`src/rtl/mapper_pkg.sv`:
```
package mapper_pkg;
    localparam int CPU_AW     = 16;
    localparam int PPU_AW     = 14;
    localparam int DW         = 8;
    localparam int CMD_W      = 4;
    localparam int NUM_CHR    = 8;
    localparam int NUM_PRG    = 4;
    localparam int PRG_BANK_W = 6;
    localparam int PRG_WIN_W  = 13;
    localparam int CHR_WIN_W  = 10;
    localparam int NT_AW      = CHR_WIN_W + 1;
    localparam int PRG_ROM_AW = PRG_BANK_W + PRG_WIN_W;
    localparam int CHR_AW     = DW + CHR_WIN_W;
    localparam int WIN_SEL_W  = CPU_AW - PRG_WIN_W;

    localparam int PRG_IDX_BASE = NUM_CHR;
    localparam int MIRROR_IDX   = NUM_CHR + NUM_PRG;
    localparam int FIRST_WIN    = 3;
    localparam int FIXED_WIN    = FIRST_WIN + NUM_PRG;

    localparam logic [CPU_AW-1:0]     CMD_PORT   = 16'h8000;
    localparam logic [CPU_AW-1:0]     DATA_PORT  = 16'hA000;
    localparam logic [PRG_BANK_W-1:0] FIXED_BANK = '1;

    typedef enum logic [1:0] {
        MIR_VERT  = 2'd0,
        MIR_HORZ  = 2'd1,
        MIR_PAGE0 = 2'd2,
        MIR_PAGE1 = 2'd3
    } mirror_e;

    typedef struct packed {
        logic                  ram_en;
        logic                  ram_sel;
        logic [PRG_BANK_W-1:0] bank;
    } prg_reg_t;

    function automatic logic nt_page(mirror_e m, logic [PPU_AW-1:0] a);
        case (m)
            MIR_VERT:  return a[10];
            MIR_HORZ:  return a[11];
            MIR_PAGE0: return 1'b0;
            default:   return 1'b1;
        endcase
    endfunction
endpackage

```
`src/rtl/mapper_regfile.sv`:
```
module mapper_regfile
    import mapper_pkg::*;
#(
    parameter int N_CHR = NUM_CHR,
    parameter int N_PRG = NUM_PRG
) (
    input  logic                      clk,
    input  logic                      rst,
    input  logic                      cpu_wr,
    input  logic [CPU_AW-1:0]         cpu_addr,
    input  logic [DW-1:0]             cpu_data,
    output logic [N_CHR-1:0][DW-1:0]  chr_banks,
    output prg_reg_t [N_PRG-1:0]      prg_banks,
    output mirror_e                   mirror
);
    logic [CMD_W-1:0]         cmd_q;
    logic [N_CHR-1:0][DW-1:0] chr_q;
    prg_reg_t [N_PRG-1:0]     prg_q;
    mirror_e                  mir_q;

    logic cmd_wr, data_wr;
    assign cmd_wr  = cpu_wr && (cpu_addr == CMD_PORT);
    assign data_wr = cpu_wr && (cpu_addr == DATA_PORT);

    always_ff @(posedge clk) begin
        if (rst) begin
            cmd_q <= '0;
            chr_q <= '0;
            prg_q <= '0;
            mir_q <= MIR_VERT;
        end else begin
            if (cmd_wr)
                cmd_q <= cpu_data[CMD_W-1:0];
            if (data_wr) begin
                for (int i = 0; i < N_CHR; i++)
                    if (cmd_q == CMD_W'(i))
                        chr_q[i] <= cpu_data;
                for (int j = 0; j < N_PRG; j++)
                    if (cmd_q == CMD_W'(PRG_IDX_BASE + j))
                        prg_q[j] <= prg_reg_t'(cpu_data);
                if (cmd_q == CMD_W'(MIRROR_IDX))
                    mir_q <= mirror_e'(cpu_data[1:0]);
            end
        end
    end

    assign chr_banks = chr_q;
    assign prg_banks = prg_q;
    assign mirror    = mir_q;

    // command index follows the low data bits of a command-port write
    p_cmd_latch_r1: assert property (@(posedge clk) disable iff (rst)
        cmd_wr |=> cmd_q == $past(cpu_data[CMD_W-1:0]));

    // character banks change only on a data write with index 0..7
    p_chr_hold_r2: assert property (@(posedge clk) disable iff (rst)
        !(data_wr && cmd_q < CMD_W'(N_CHR)) |=> $stable(chr_q));

    // program banks change only on a data write with index 8..11
    p_prg_hold_r3: assert property (@(posedge clk) disable iff (rst)
        !(data_wr && cmd_q >= CMD_W'(PRG_IDX_BASE) && cmd_q < CMD_W'(MIRROR_IDX))
        |=> $stable(prg_q));

    // mirroring mode changes only on a data write with index 12
    p_mir_hold_r8: assert property (@(posedge clk) disable iff (rst)
        !(data_wr && cmd_q == CMD_W'(MIRROR_IDX)) |=> $stable(mir_q));
endmodule

```
`src/rtl/mapper_prg_map.sv`:
```
module mapper_prg_map
    import mapper_pkg::*;
#(
    parameter int N_PRG = NUM_PRG
) (
    input  logic [CPU_AW-1:0]     cpu_addr,
    input  logic                  cpu_wr,
    input  prg_reg_t [N_PRG-1:0]  prg_banks,
    output logic [PRG_ROM_AW-1:0] rom_addr,
    output logic                  rom_cs,
    output logic [PRG_WIN_W-1:0]  wram_addr,
    output logic                  wram_cs,
    output logic                  wram_we,
    output logic                  open_bus
);
    logic [WIN_SEL_W-1:0] win;
    logic [N_PRG-1:0]     win_hit;
    logic                 in_map;
    logic                 in_ram_win;
    prg_reg_t             sel;

    assign win        = cpu_addr[CPU_AW-1:PRG_WIN_W];
    assign in_map     = win >= WIN_SEL_W'(FIRST_WIN);
    assign in_ram_win = win == WIN_SEL_W'(FIRST_WIN);

    for (genvar g = 0; g < N_PRG; g++) begin : g_win
        assign win_hit[g] = (win == WIN_SEL_W'(FIRST_WIN + g));
    end

    always_comb begin
        sel = '{ram_en: 1'b0, ram_sel: 1'b0, bank: FIXED_BANK};
        for (int k = 0; k < N_PRG; k++)
            if (win_hit[k])
                sel = prg_banks[k];
    end

    assign rom_addr  = {sel.bank, cpu_addr[PRG_WIN_W-1:0]};
    assign wram_addr = cpu_addr[PRG_WIN_W-1:0];

    always_comb begin
        if (cpu_wr) begin
            rom_cs   = 1'b0;
            open_bus = 1'b0;
            wram_cs  = in_ram_win;
            wram_we  = in_ram_win;
        end else begin
            wram_we  = 1'b0;
            rom_cs   = in_map && !sel.ram_sel;
            wram_cs  = in_map && sel.ram_sel && sel.ram_en;
            open_bus = !in_map || (sel.ram_sel && !sel.ram_en);
        end
    end
endmodule

```
`src/rtl/mapper_chr_map.sv`:
```
module mapper_chr_map
    import mapper_pkg::*;
#(
    parameter int N_CHR = NUM_CHR
) (
    input  logic [PPU_AW-1:0]        ppu_addr,
    input  logic [N_CHR-1:0][DW-1:0] chr_banks,
    input  mirror_e                  mirror,
    output logic [CHR_AW-1:0]        chr_addr,
    output logic                     chr_cs,
    output logic [NT_AW-1:0]         nt_addr,
    output logic                     nt_cs
);
    localparam int SLOT_W = $clog2(N_CHR);

    logic [SLOT_W-1:0] slot;
    assign slot = ppu_addr[CHR_WIN_W +: SLOT_W];

    assign chr_addr = {chr_banks[slot], ppu_addr[CHR_WIN_W-1:0]};
    assign chr_cs   = !ppu_addr[PPU_AW-1];
    assign nt_cs    = ppu_addr[PPU_AW-1];
    assign nt_addr  = {nt_page(mirror, ppu_addr), ppu_addr[CHR_WIN_W-1:0]};
endmodule

```
`src/rtl/cart_mapper.sv`:
```
module cart_mapper
    import mapper_pkg::*;
(
    input  logic        clk,
    input  logic        rst,
    input  logic [15:0] cpu_addr,
    input  logic [7:0]  cpu_data,
    input  logic        cpu_wr,
    input  logic [13:0] ppu_addr,
    output logic [18:0] prg_rom_addr,
    output logic        prg_rom_cs,
    output logic [12:0] wram_addr,
    output logic        wram_cs,
    output logic        wram_we,
    output logic        open_bus,
    output logic [17:0] chr_addr,
    output logic        chr_cs,
    output logic [10:0] ntram_addr,
    output logic        ntram_cs
);
    logic [NUM_CHR-1:0][DW-1:0] chr_banks;
    prg_reg_t [NUM_PRG-1:0]     prg_banks;
    mirror_e                    mirror;

    mapper_regfile #(.N_CHR(NUM_CHR), .N_PRG(NUM_PRG)) u_regs (
        .clk       (clk),
        .rst       (rst),
        .cpu_wr    (cpu_wr),
        .cpu_addr  (cpu_addr),
        .cpu_data  (cpu_data),
        .chr_banks (chr_banks),
        .prg_banks (prg_banks),
        .mirror    (mirror)
    );

    mapper_prg_map #(.N_PRG(NUM_PRG)) u_prg (
        .cpu_addr  (cpu_addr),
        .cpu_wr    (cpu_wr),
        .prg_banks (prg_banks),
        .rom_addr  (prg_rom_addr),
        .rom_cs    (prg_rom_cs),
        .wram_addr (wram_addr),
        .wram_cs   (wram_cs),
        .wram_we   (wram_we),
        .open_bus  (open_bus)
    );

    mapper_chr_map #(.N_CHR(NUM_CHR)) u_chr (
        .ppu_addr  (ppu_addr),
        .chr_banks (chr_banks),
        .mirror    (mirror),
        .chr_addr  (chr_addr),
        .chr_cs    (chr_cs),
        .nt_addr   (ntram_addr),
        .nt_cs     (ntram_cs)
    );

    // at most one of ROM, RAM and open bus per access
    p_one_target_r5: assert property (@(posedge clk) disable iff (rst)
        $onehot0({prg_rom_cs, wram_cs, open_bus}));

    // the top window reads the fixed last bank
    p_fixed_top_r4: assert property (@(posedge clk) disable iff (rst)
        (!cpu_wr && cpu_addr[15:13] == 3'd7) |-> (prg_rom_cs && prg_rom_addr[18:13] == 6'h3F));

    // reads under 0x6000 are open bus
    p_low_open_r6: assert property (@(posedge clk) disable iff (rst)
        (!cpu_wr && cpu_addr < 16'h6000) |-> (open_bus && !prg_rom_cs && !wram_cs));

    // writes outside the RAM window never enable a RAM write
    p_we_window_r7: assert property (@(posedge clk) disable iff (rst)
        (cpu_wr && cpu_addr[15:13] != 3'd3) |-> !wram_we);
endmodule

```
`config.mk`:
```
export PLATFORM = sky130hd
export DESIGN_NAME = cart_mapper
export DESIGN_NICKNAME = d
export VERILOG_FILES = /design/src/rtl/mapper_pkg.sv /design/src/rtl/mapper_regfile.sv /design/src/rtl/mapper_prg_map.sv /design/src/rtl/mapper_chr_map.sv /design/src/rtl/cart_mapper.sv
export SDC_FILE = /design/constraint.sdc
export NUM_CORES = 1
export LEC_CHECK = 0
export ABC_CLOCK_PERIOD_IN_PS = 1800
export BUFFER_PORTS_ARGS = -buffer_cell sky130_fd_sc_hd__buf_2
export CAP_MARGIN = 0
export CORE_MARGIN = 8
export CORE_UTILIZATION = 25
export CTS_CLUSTER_DIAMETER = 50
export DETAILED_ROUTE_END_ITERATION = 6
export SLEW_MARGIN = 30
export SYNTH_ARGS = -nofsm -noshare
export SYNTH_HDL_FRONTEND = slang
export SYNTH_HIERARCHICAL = 1
export SYNTH_SLANG_ARGS = --single-unit
```
`constraint.sdc`:
```
create_clock -name clk -period 1.8 [get_ports clk]
set_input_delay 0.18 -clock clk [delete_from_list [all_inputs] [get_ports clk]]
set_output_delay 0.18 -clock clk [all_outputs]
set_load 0.05 [all_outputs]
```
# Word-level counts from Yosys, hierarchy flattened
# Cells that the tools add are included.
word_totals:
  ff_bits: 102
  latchBits: 0
  ram_bits: 0
  romBits: 0
  in_bits: 41
  out_inout_bits: 67
  memories: 0
op_classes:
  n_addsub: 0
  mul: 0
  div: 0
  order_cmp: 2
  n_eq_ne: 20
  n_shift: 0
  muxes: 11
  n_bitwise: 0
  reduce_logical: 26
ops:
  columns: ["cell", "count"]
  rows:
  - ["8-bit 2-to-1 mux", 5]
  - ["16-bit equality test (second input constant)", 2]
  - ["2-bit AND reduction", 13]
  - ["8-bit binary-select mux with 3-bit select", 1]
  - ["4-bit equality test (second input constant)", 5]
  - ["4-bit by 3-bit equality test with 1-bit output (second input constant)", 4]
  - ["3-bit equality test (second input constant)", 3]
  - ["4-bit by 2-bit equality test with 1-bit output (second input constant)", 2]
  - ["1-bit logical AND", 6]
  - ["4-bit by 1-bit equality test with 1-bit output (second input constant)", 1]
  - ["1-bit zero test", 4]
  - ["4-bit zero test", 1]
  - ["3-bit by 4-bit less-than comparator with 1-bit output (second input constant)", 1]
  - ["1-bit 2-to-1 mux", 4]
  - ["3-bit by 2-bit equality test with 1-bit output (second input constant)", 1]
  - ["3-bit by 2-bit greater-or-equal comparator with 1-bit output (second input constant)", 1]
  - ["1-bit one-hot mux with 3 select lines", 1]
  - ["2-bit by 1-bit equality test with 1-bit output (second input constant)", 1]
  - ["2-bit equality test (second input constant)", 1]
  - ["2-bit zero test", 1]
  - ["1-bit logical OR", 1]

# Logic depth before layout (Yosys ltp)
# Gate-level depths: netlist (run 1).
logic_depth:
  word_depth: 9
  mapped_depth: 6
  depth_no_buf: 5

# Modules after synthesis
# The synthesis (run 1) kept the hierarchy.
by_module_without_submodules:
  columns: ["module", "n_inst", "cells_each", "area_each_um2"]
  rows:
  - ["mapper_regfile", 1, 375, 4151.5]
  - ["mapper_chr_map", 1, 54, 733.2]
  - ["mapper_prg_map", 1, 69, 501.7]

# Worst setup path after synthesis (run 1)
# Ideal clock, no wire load.
synth_timing:
  kind: "register to output"
  start: "register u_regs.prg_q, in the netlist u_regs/prg_banks[30]"
  end: "output port prg_rom_cs"
  arrival_time_ps: 1821
  path_slack_ps: -201
  stages_incl_launch_ff: 5
  path_cell_list: "dfxtp_1 -> mux2_2 -> a32oi_1 -> nand2_1 -> nor3_1"
synth_between:
  elab_chain_len: 4
synth_rtl:
  columns: ["item", "line_no", "source"]
  rows:
  - ["from (decl)", "mapper_regfile.sv:18", "prg_reg_t [N_PRG-1:0] prg_q;"]
  - ["from (signal, indexed assignment)", "mapper_regfile.sv:40", "prg_q[j] <= prg_reg_t'(cpu_data);"]
  - ["8-bit 2-to-1 mux", "mapper_prg_map.sv:33", "if (win_hit[k])"]
  - ["1-bit zero test", "mapper_prg_map.sv:48", "rom_cs = in_map && !sel.ram_sel;"]
  - ["1-bit logical AND", "mapper_prg_map.sv:48", null]
  - ["1-bit 2-to-1 mux", "mapper_prg_map.sv:41", "if (cpu_wr) begin"]
  - ["to (decl)", "cart_mapper.sv:11", "output logic prg_rom_cs,"]
# Every way passes these cells.

# Final worst setup path (run 1)
layout_timing:
  start: "register u_regs.chr_q, in the netlist u_regs/chr_banks[45]"
  end: "output port chr_addr[15]"
layout_between:
  elab_chain_len: 2
layout_rtl:
  columns: ["item", "line_no", "source"]
  rows:
  - ["from (decl)", "mapper_regfile.sv:17", "logic [N_CHR-1:0][DW-1:0] chr_q;"]
  - ["from (signal, indexed assignment)", "mapper_regfile.sv:37", "chr_q[i] <= cpu_data;"]
  - ["8-bit binary-select mux with 3-bit select", "mapper_chr_map.sv:19", "assign chr_addr = {chr_banks[slot], ppu_addr[CHR_WIN_W-1:0]};"]
  - ["8-bit 2-to-1 mux (not written as such)", "mapper_chr_map.sv:19", null]
  - ["to (decl)", "cart_mapper.sv:16", "output logic [17:0] chr_addr,"]
# Every way passes these cells. The select of a mux whose other input is x is not followed.

==> reports/summary.md, run 1 <==
* register-to-register path setup slack: 0.21 ns
* proportion of total power due to net switching: 24.8%
* worst slack at placement: -0.216 ns
* ys flop type: sky130_fd_sc_hd__dfxtp_1
* areal power density over the cells: 756 nW/um^2
* proportion of netlist area held by the largest area contributor: 37.9%
* Worst Skew: 0.00898 ns
* multi-input gate area in the final layout: 2800 um^2
* Die Footprint: 26500 um^2
* instance area at placement: 6030 um^2
* cells taking the most area after synthesis: sky130_fd_sc_hd__dfxtp_1 (38%), sky130_fd_sc_hd__mux2i_1 (20%), sky130_fd_sc_hd__nand2b_1 (13%), sky130_fd_sc_hd__mux4_1 (7.8%), sky130_fd_sc_hd__buf_4 (6.7%)
* Worst Slack Setup Final: 0.0115 ns
* worst-margin pin slew: 0.521 ns
* clock-pin slew reported for the worst setup and hold paths after clock tree synthesis: 0.07 ns
* post-detailed-route count of antenna-violating nets: 0
* max incr delay on CP: 0.50 ns
* fraction of layout instances using a drive strength above 1: 30.7%
* site row count: 53
* most frequent cells in the layout: sky130_fd_sc_hd__nand2b_1 (113), sky130_fd_sc_hd__mux2i_1 (109), sky130_fd_sc_hd__dfxtp_1 (98), sky130_fd_sc_hd__buf_2 (66), sky130_fd_sc_hd__buf_4 (27)
* unrepaired setup endpoints after global routing: true
* design internal power: 3.65 mW
* area grow syn2layout: 19.0%
* leakage power total: 3.04 nW
* top-level port count: 108
* Initial DRT Pass Iterations: 4
* number of placed cells counting well taps: 807
* number of DRC markers in iteration 0: 186
* Skew-Pair Late Insertion Delay: 0.34 ns
* final core utilization: 30.4%
* origin of the worst min-delay path: cpu_data[2]
* combined area of all synthesized cells: 5390 um^2
* Synth warnings: 6
* combinational share of power: 11.1%
* relative contribution of the clock network to total power: 42.3%
* nets in the synthesized netlist: 539
* count of max-cap constraint violations: 0
* nets@finish: 584
* setup violators final: 0
* r2r startpoint: u_regs/cmd_q[0]
* Die W: 163 um
* Total Power Consumption: 4.85 mW
* number of cells on the worst reg-to-reg path: 6
* number of global-route vias before repair: 3713
* global-route congestion overflow total: 0
* worst hold path depth: 4
* per-cell routed wire length: 15.9 um
* Max rail drop VDD: 367 uV
* async set-reset flop share out of synthesis: 0%
* initial antenna violation count: 0
* Avg Cell Area, Syn: 10.8 um^2
* critical path arrival: 1.61 ns
* critical path type: reg -> out
* number of buffers added to fix hold violations after cts: 0
* Port Buffers: 77
* global-route total usage across every layer: 9.85%
* achievable frequency: 559 MHz
* Finished Layout Cells: 822
* critical path capture point type: output pin
* worst-case clock buffer depth: 2
* final worst path period need: 1.79 ns
* Fin Hold WS: 0.299 ns
* CP startpoint kind: flop
* most common cell after layout, fill and taps aside: sky130_fd_sc_hd__nand2b_1
* htree depth: 3
* worst slew margin relative to its limit: 65.3%
* number of flops mapped to enable cells by yosys: 0
* sequential cell fraction of total power: 46.5%
* outcome: finished, final reports clean
* critical-path cell with the highest stage delay: sky130_fd_sc_hd__mux4_2
* number of inserted diodes: 0
* Via Count: 3619
* clock tree from TritonCTS: done
* share of the cycle needed by the critical path after routing: 99.4%
* maximum fanout along the worst path: 2
* detailed placer's ending HPWL: 8980 um
* height of the chip: 163 um
* TritonCTS sink count: 102
* RePlAce Congestion: 0.708
* sequential cell area: 2050 um^2
* number of buffers inserted during clock tree synthesis: 9
* Core Footprint: 21100 um^2
* detailed-route wire length: 13100 um
* family with the most delay on the worst path: multiplexers
* Final Slew Violations: 0
* area of all placed cells without fillers: 6410 um^2
* kind of path behind the tightest hold check: in -> reg
* flop and latch count out of synthesis: 102
* share of the yosys chip area belonging to registers: 37.9%
* fill count: 2196
* global-route wire length before repair: 20700 um
* power spent charging and discharging nets: 1.20 mW
* clock root buffer: sky130_fd_sc_hd__clkbuf_16
* start point of the critical path: u_regs/chr_banks[45]
* stages on the worst setup path: 3
* CP cell instances: mux4_2, mux2_4, buf_6
* pin count of the biggest net entering global routing: 46
* critical path buffer and inverter count: 1
* distinct cell type count of the synthesized netlist: 37
* number of vias per cell after detailed routing: 4.40
* biggest area consumer among synthesized cells: sky130_fd_sc_hd__dfxtp_1
* drt drc: 0
* required time of the worst setup path: 1.62 ns
* initial core utilization: 25.5%
* final number of hold-violating endpoints: 0
* Total Negative Setup Slacks: 0 ns
* cells after synthesis: 498
## final timing paths
path | endpoint
hold reg to reg | u_regs/chr_banks[54]
setup reg to reg | u_regs/chr_banks[29]
setup / recovery | chr_addr[15]
hold / removal | u_regs/chr_banks[2]
## metal layers
layer / up-vias / share of wire (%) / GRT usage (%)
li1: 1778 / - / -
met1: 1741 / 46 / 12.3
met2: 84 / 48 / 16.5
met3: 16 / 4.9 / 2.05
met4: 0 / 1.3 / 3.42
met5: - / 0 / 0
## sequential cells by signal (all words and copies together), names as in the netlist
register	flops
u_regs/chr_banks	64
u_regs/cmd_q	4
u_regs/mirror	2
u_regs/prg_banks	32
## logic make-up (layout without fill, tap and decap cells)
group	count (synthesis)	in the layout	synth area share [%]
muxes	134	134	29.9
buffers and inverters	83	132	9.85
and+or+nand+nor	159	159	19.9
DFF	102	102	37.9
AOI/OAI and AO/OA	20	20	2.42
## cells in the mapped netlist (all sizes together) (3+ instances only)
library cell	number
buf	58
nand4	6
o21ai	3
nand2	6
nand2b	114
nor4	7
dfxtp	102
clkbuf	23
mux2	9
nand3	6
nor2	3
a22oi	6
o22ai	6
mux4	16
and2b	3
or4	4
mux2i	109
## final cells by class
class	instances	area share, %
clock buffer	10	3.57
clock inverter	5	1.31
inverter	2	0.117
multi-input combinational	313	43.7
sequential	102	31.9
tap	275	5.37
timing repair buffer	115	14.0
## power by group through the flow
stage	Combinational [mW]	Clock (mW)	Sequential [mW]
after floorplan	0.526	0	2.31
after global placement	0.540	0	2.31
after detailed placement	0.541	0	2.31
after CTS	0.545	2.11	2.25
after global routing	0.574	2.21	2.25
final	0.540	2.05	2.26
## tightest hold or removal path, delay by kind of cell
kind,cells,cell delay [ns]
buffers and inverters,2,0.26
muxes,1,0.12
and+or+nand+nor,1,0.04
## what timing repair did
action	in CTS	in global routing
setup buffers	0	0
setup endpoints to repair	8	10
gates resized for setup	29	21
pin swaps	0	0
No activity file was read; power rests on OpenSTA's default activity.
==> run 2, diff against run 1 <==
CORE_UTILIZATION = 30   (was 25)
MAX_ROUTING_LAYER = met4   (was unset)
==> run 2 against run 1 <==
  * Wire length is 0.82% higher
  * Global-route usage is 2.5 points higher
  * Critical endpoint unchanged
  * Clock power is 9% higher
  * Final area hardly changed
  * Die area is 15% lower
  * Worst hold slack better by 0.0019 ns
==> reports/summary.md, run 2 (synthesis gave the netlist of run 1 again) <==
* number of DRC markers in iteration 0: 184, -1.1%
* clock root buffer: sky130_fd_sc_hd__clkbuf_16
* final number of hold-violating endpoints: 0, unchanged
* Initial DRT Pass Iterations: 4, unchanged
* final core utilization: 36.0%, +5.6 points
* count of max-cap constraint violations: 0, unchanged
* number of buffers inserted during clock tree synthesis: 9, unchanged
* unrepaired setup endpoints after global routing: true
* Max rail drop VDD: 525 uV, +43%
* Worst Slack Setup Final: 0.00747 ns, -0.00404 ns
* sequential cell fraction of total power: 44.8%, -1.7 points
* Total Power Consumption: 5.04 mW, +3.9%
* Final Slew Violations: 0, unchanged
* met2 wire len: 6460 um, +3.6%
* detailed placer's ending HPWL: 9140 um, +1.9%
* leakage power total: 3.09 nW, +1.4%
* RePlAce Congestion: 0.753, +6.4%
* power spent charging and discharging nets: 1.24 mW, +3.3%
* number of buffers added to fix hold violations after cts: 0, unchanged
* number of cells on the worst reg-to-reg path: 6, unchanged
* start point of the critical path: u_regs/chr_banks[45]
* pin count of the biggest net entering global routing: 48, +4.3%
* share of the cycle needed by the critical path after routing: 99.6%, +0.22 points
* final worst path period need: 1.79 ns, +0.00404 ns
* post-detailed-route count of antenna-violating nets: 0, unchanged
* Die Footprint: 22500 um^2, -15%
* area of all placed cells without fillers: 6410 um^2, about the same
* outcome: finished, final reports clean
* number of vias per cell after detailed routing: 4.82, +9.5%
* relative contribution of the clock network to total power: 44.5%, +2.2 points
* most common cell after layout, fill and taps aside: sky130_fd_sc_hd__nand2b_1
* fraction of layout instances using a drive strength above 1: 31.6%, +0.90 points
* met3 wirelength from detailed routing: 553 um, -13%
* Core Footprint: 17800 um^2, -16%
* kind of path behind the tightest hold check: in -> reg
* global-route wire length before repair: 21300 um, +2.6%
* global-route congestion overflow total: 0, unchanged
* number of inserted diodes: 0, unchanged
* clock tree from TritonCTS: done
* nets@finish: 581, -0.51%
* CP startpoint kind: flop
* per-cell routed wire length: 17.0 um, +7.2%
* initial core utilization: 30.3%, +4.8 points
* number of global-route vias before repair: 3955, +6.5%
* Via Count: 3727, +3.0%
* site row count: 49, -7.5%
* achievable frequency: 558 MHz, -0.23%
* drt drc: 0, unchanged
* worst slew margin relative to its limit: 58.4%, -6.9 points
* htree depth: 3, unchanged
* clock-pin slew reported for the worst setup and hold paths after clock tree synthesis: 0.07 ns, about the same
* number of flip-flops under the largest register name: 64, unchanged
* critical path arrival: 1.61 ns, about the same
* initial antenna violation count: 0, unchanged
* r2r startpoint: u_regs/cmd_q[0]
* Worst Skew: 0.00989 ns, +0.000917 ns
* areal power density over the cells: 786 nW/um^2, +4.0%
* Skew-Pair Late Insertion Delay: 0.35 ns, about the same
* most frequent cells in the layout: sky130_fd_sc_hd__nand2b_1 (113), sky130_fd_sc_hd__mux2i_1 (109), sky130_fd_sc_hd__dfxtp_1 (91), sky130_fd_sc_hd__buf_2 (66), sky130_fd_sc_hd__buf_4 (22)
* top-level port count: 108, unchanged
* fill count: 1793, -18%
* worst-margin pin slew: 0.625 ns, +0.104 ns
* global-route total usage across every layer: 12.3%, +2.5 points
* setup violators final: 0, unchanged
* Port Buffers: 77, unchanged
* worst-case clock buffer depth: 2, unchanged
* Die W: 150 um, -7.9%
* combinational share of power: 10.8%, -0.3 points
* capture point of the worst path: chr_addr[15]
* register-to-register path setup slack: 0.20 ns, about the same
* critical path capture point type: output pin
* proportion of total power due to net switching: 24.6%, -0.15 points
* top sig layer: met4
* detailed-route wire length: 13200 um, +0.82%
* instance area at placement: 5970 um^2, -1.1%
* maximum fanout along the worst path: 2, unchanged
* critical path type: reg -> out
* required time of the worst setup path: 1.62 ns, about the same
* area grow syn2layout: 19.0%, about the same
* design internal power: 3.80 mW, +4.1%
* M1 WL: 6020 um, +0.30%
* Total Negative Setup Slacks: 0 ns, unchanged
* setup repair bufs after CTS: 0, unchanged
* end of the worst register-to-register path: u_regs/chr_banks[28]
* TritonCTS sink count: 102, unchanged
* height of the chip: 150 um, -7.9%
* worst slack at placement: -0.160 ns, +0.0555 ns
run 2: changes by cell type in the layout (fill, tap and decap cells not counted), sizes merged:
cell / previous run / this run
buf: 114 / 112
bufinv: 2 / 3
clkbuf: 11 / 9
clkinvlp: 2 / 0
inv: 3 / 5
run 2: cell type report:
type	count	area, um^2	area share [%]
repair buffers	112	895	14.0
flip-flops and latches	102	2060	32.1
well taps	229	287	4.47
inverters	2	7.51	0.117
clock inverters	6	116	1.82
multi-input cells	313	2820	44.0
clock buffers	9	225	3.51
run 2: through the flow:
| step | hold slack [ns] | std cells |
|---|---|---|
| after floorplan | 0.377 | 498 |
| after global placement | 0.361 | 758 |
| after detailed placement | 0.361 | 758 |
| after CTS | 0.298 | 773 |
| after global routing | 0.318 | 773 |
| final | 0.301 | 773 |
run 2: critical path, cell delays in order (launching register included):
cell	delay [ns]
sky130_fd_sc_hd__dfxtp_2	0.32
sky130_fd_sc_hd__mux4_2	0.48
sky130_fd_sc_hd__mux2_4	0.31
sky130_fd_sc_hd__buf_8	0.15
run 2: how the worst min path moves through the flow:
| stage | slack, ns | start | depth (start not counted) | endpoint |
|---|---|---|---|---|
| after floorplan | 0.38 | cpu_data[7] | 2 | u_regs/prg_banks[31] |
| after global placement | 0.36 | ppu_addr[0] | 0 | ntram_addr[0] |
| after detailed placement | 0.36 | ppu_addr[0] | 0 | ntram_addr[0] |
| after CTS | 0.30 | cpu_data[3] | 4 | u_regs/chr_banks[59] |
| after global routing | 0.32 | cpu_data[3] | 4 | u_regs/prg_banks[11] |
| final | 0.30 | cpu_data[3] | 4 | u_regs/chr_banks[27] |
run 2: power by group through the flow:
stage | logic [mW] | registers [mW] | clock network [mW]
global route | 0.570 | 2.25 | 2.39
global placement | 0.528 | 2.31 | 0
floorplan | 0.526 | 2.31 | 0
detailed placement | 0.536 | 2.31 | 0
finish | 0.542 | 2.25 | 2.24
CTS | 0.539 | 2.25 | 2.29
run 2: routing by layer:
layer  up-vias  GRT usage, %
met1      1868          14.9
li1       1777             -
met4         0          2.85
met3        11          2.87
met2        71          20.4
met5         -             -
run 2: repair_timing:
action | CTS | global route
resized for setup | 29 | 29
pin swaps | 0 | 4
endpoints found under the hold margin | 0 | 0
cloned | 0 | 0
setup endpoints to repair | 8 | 11
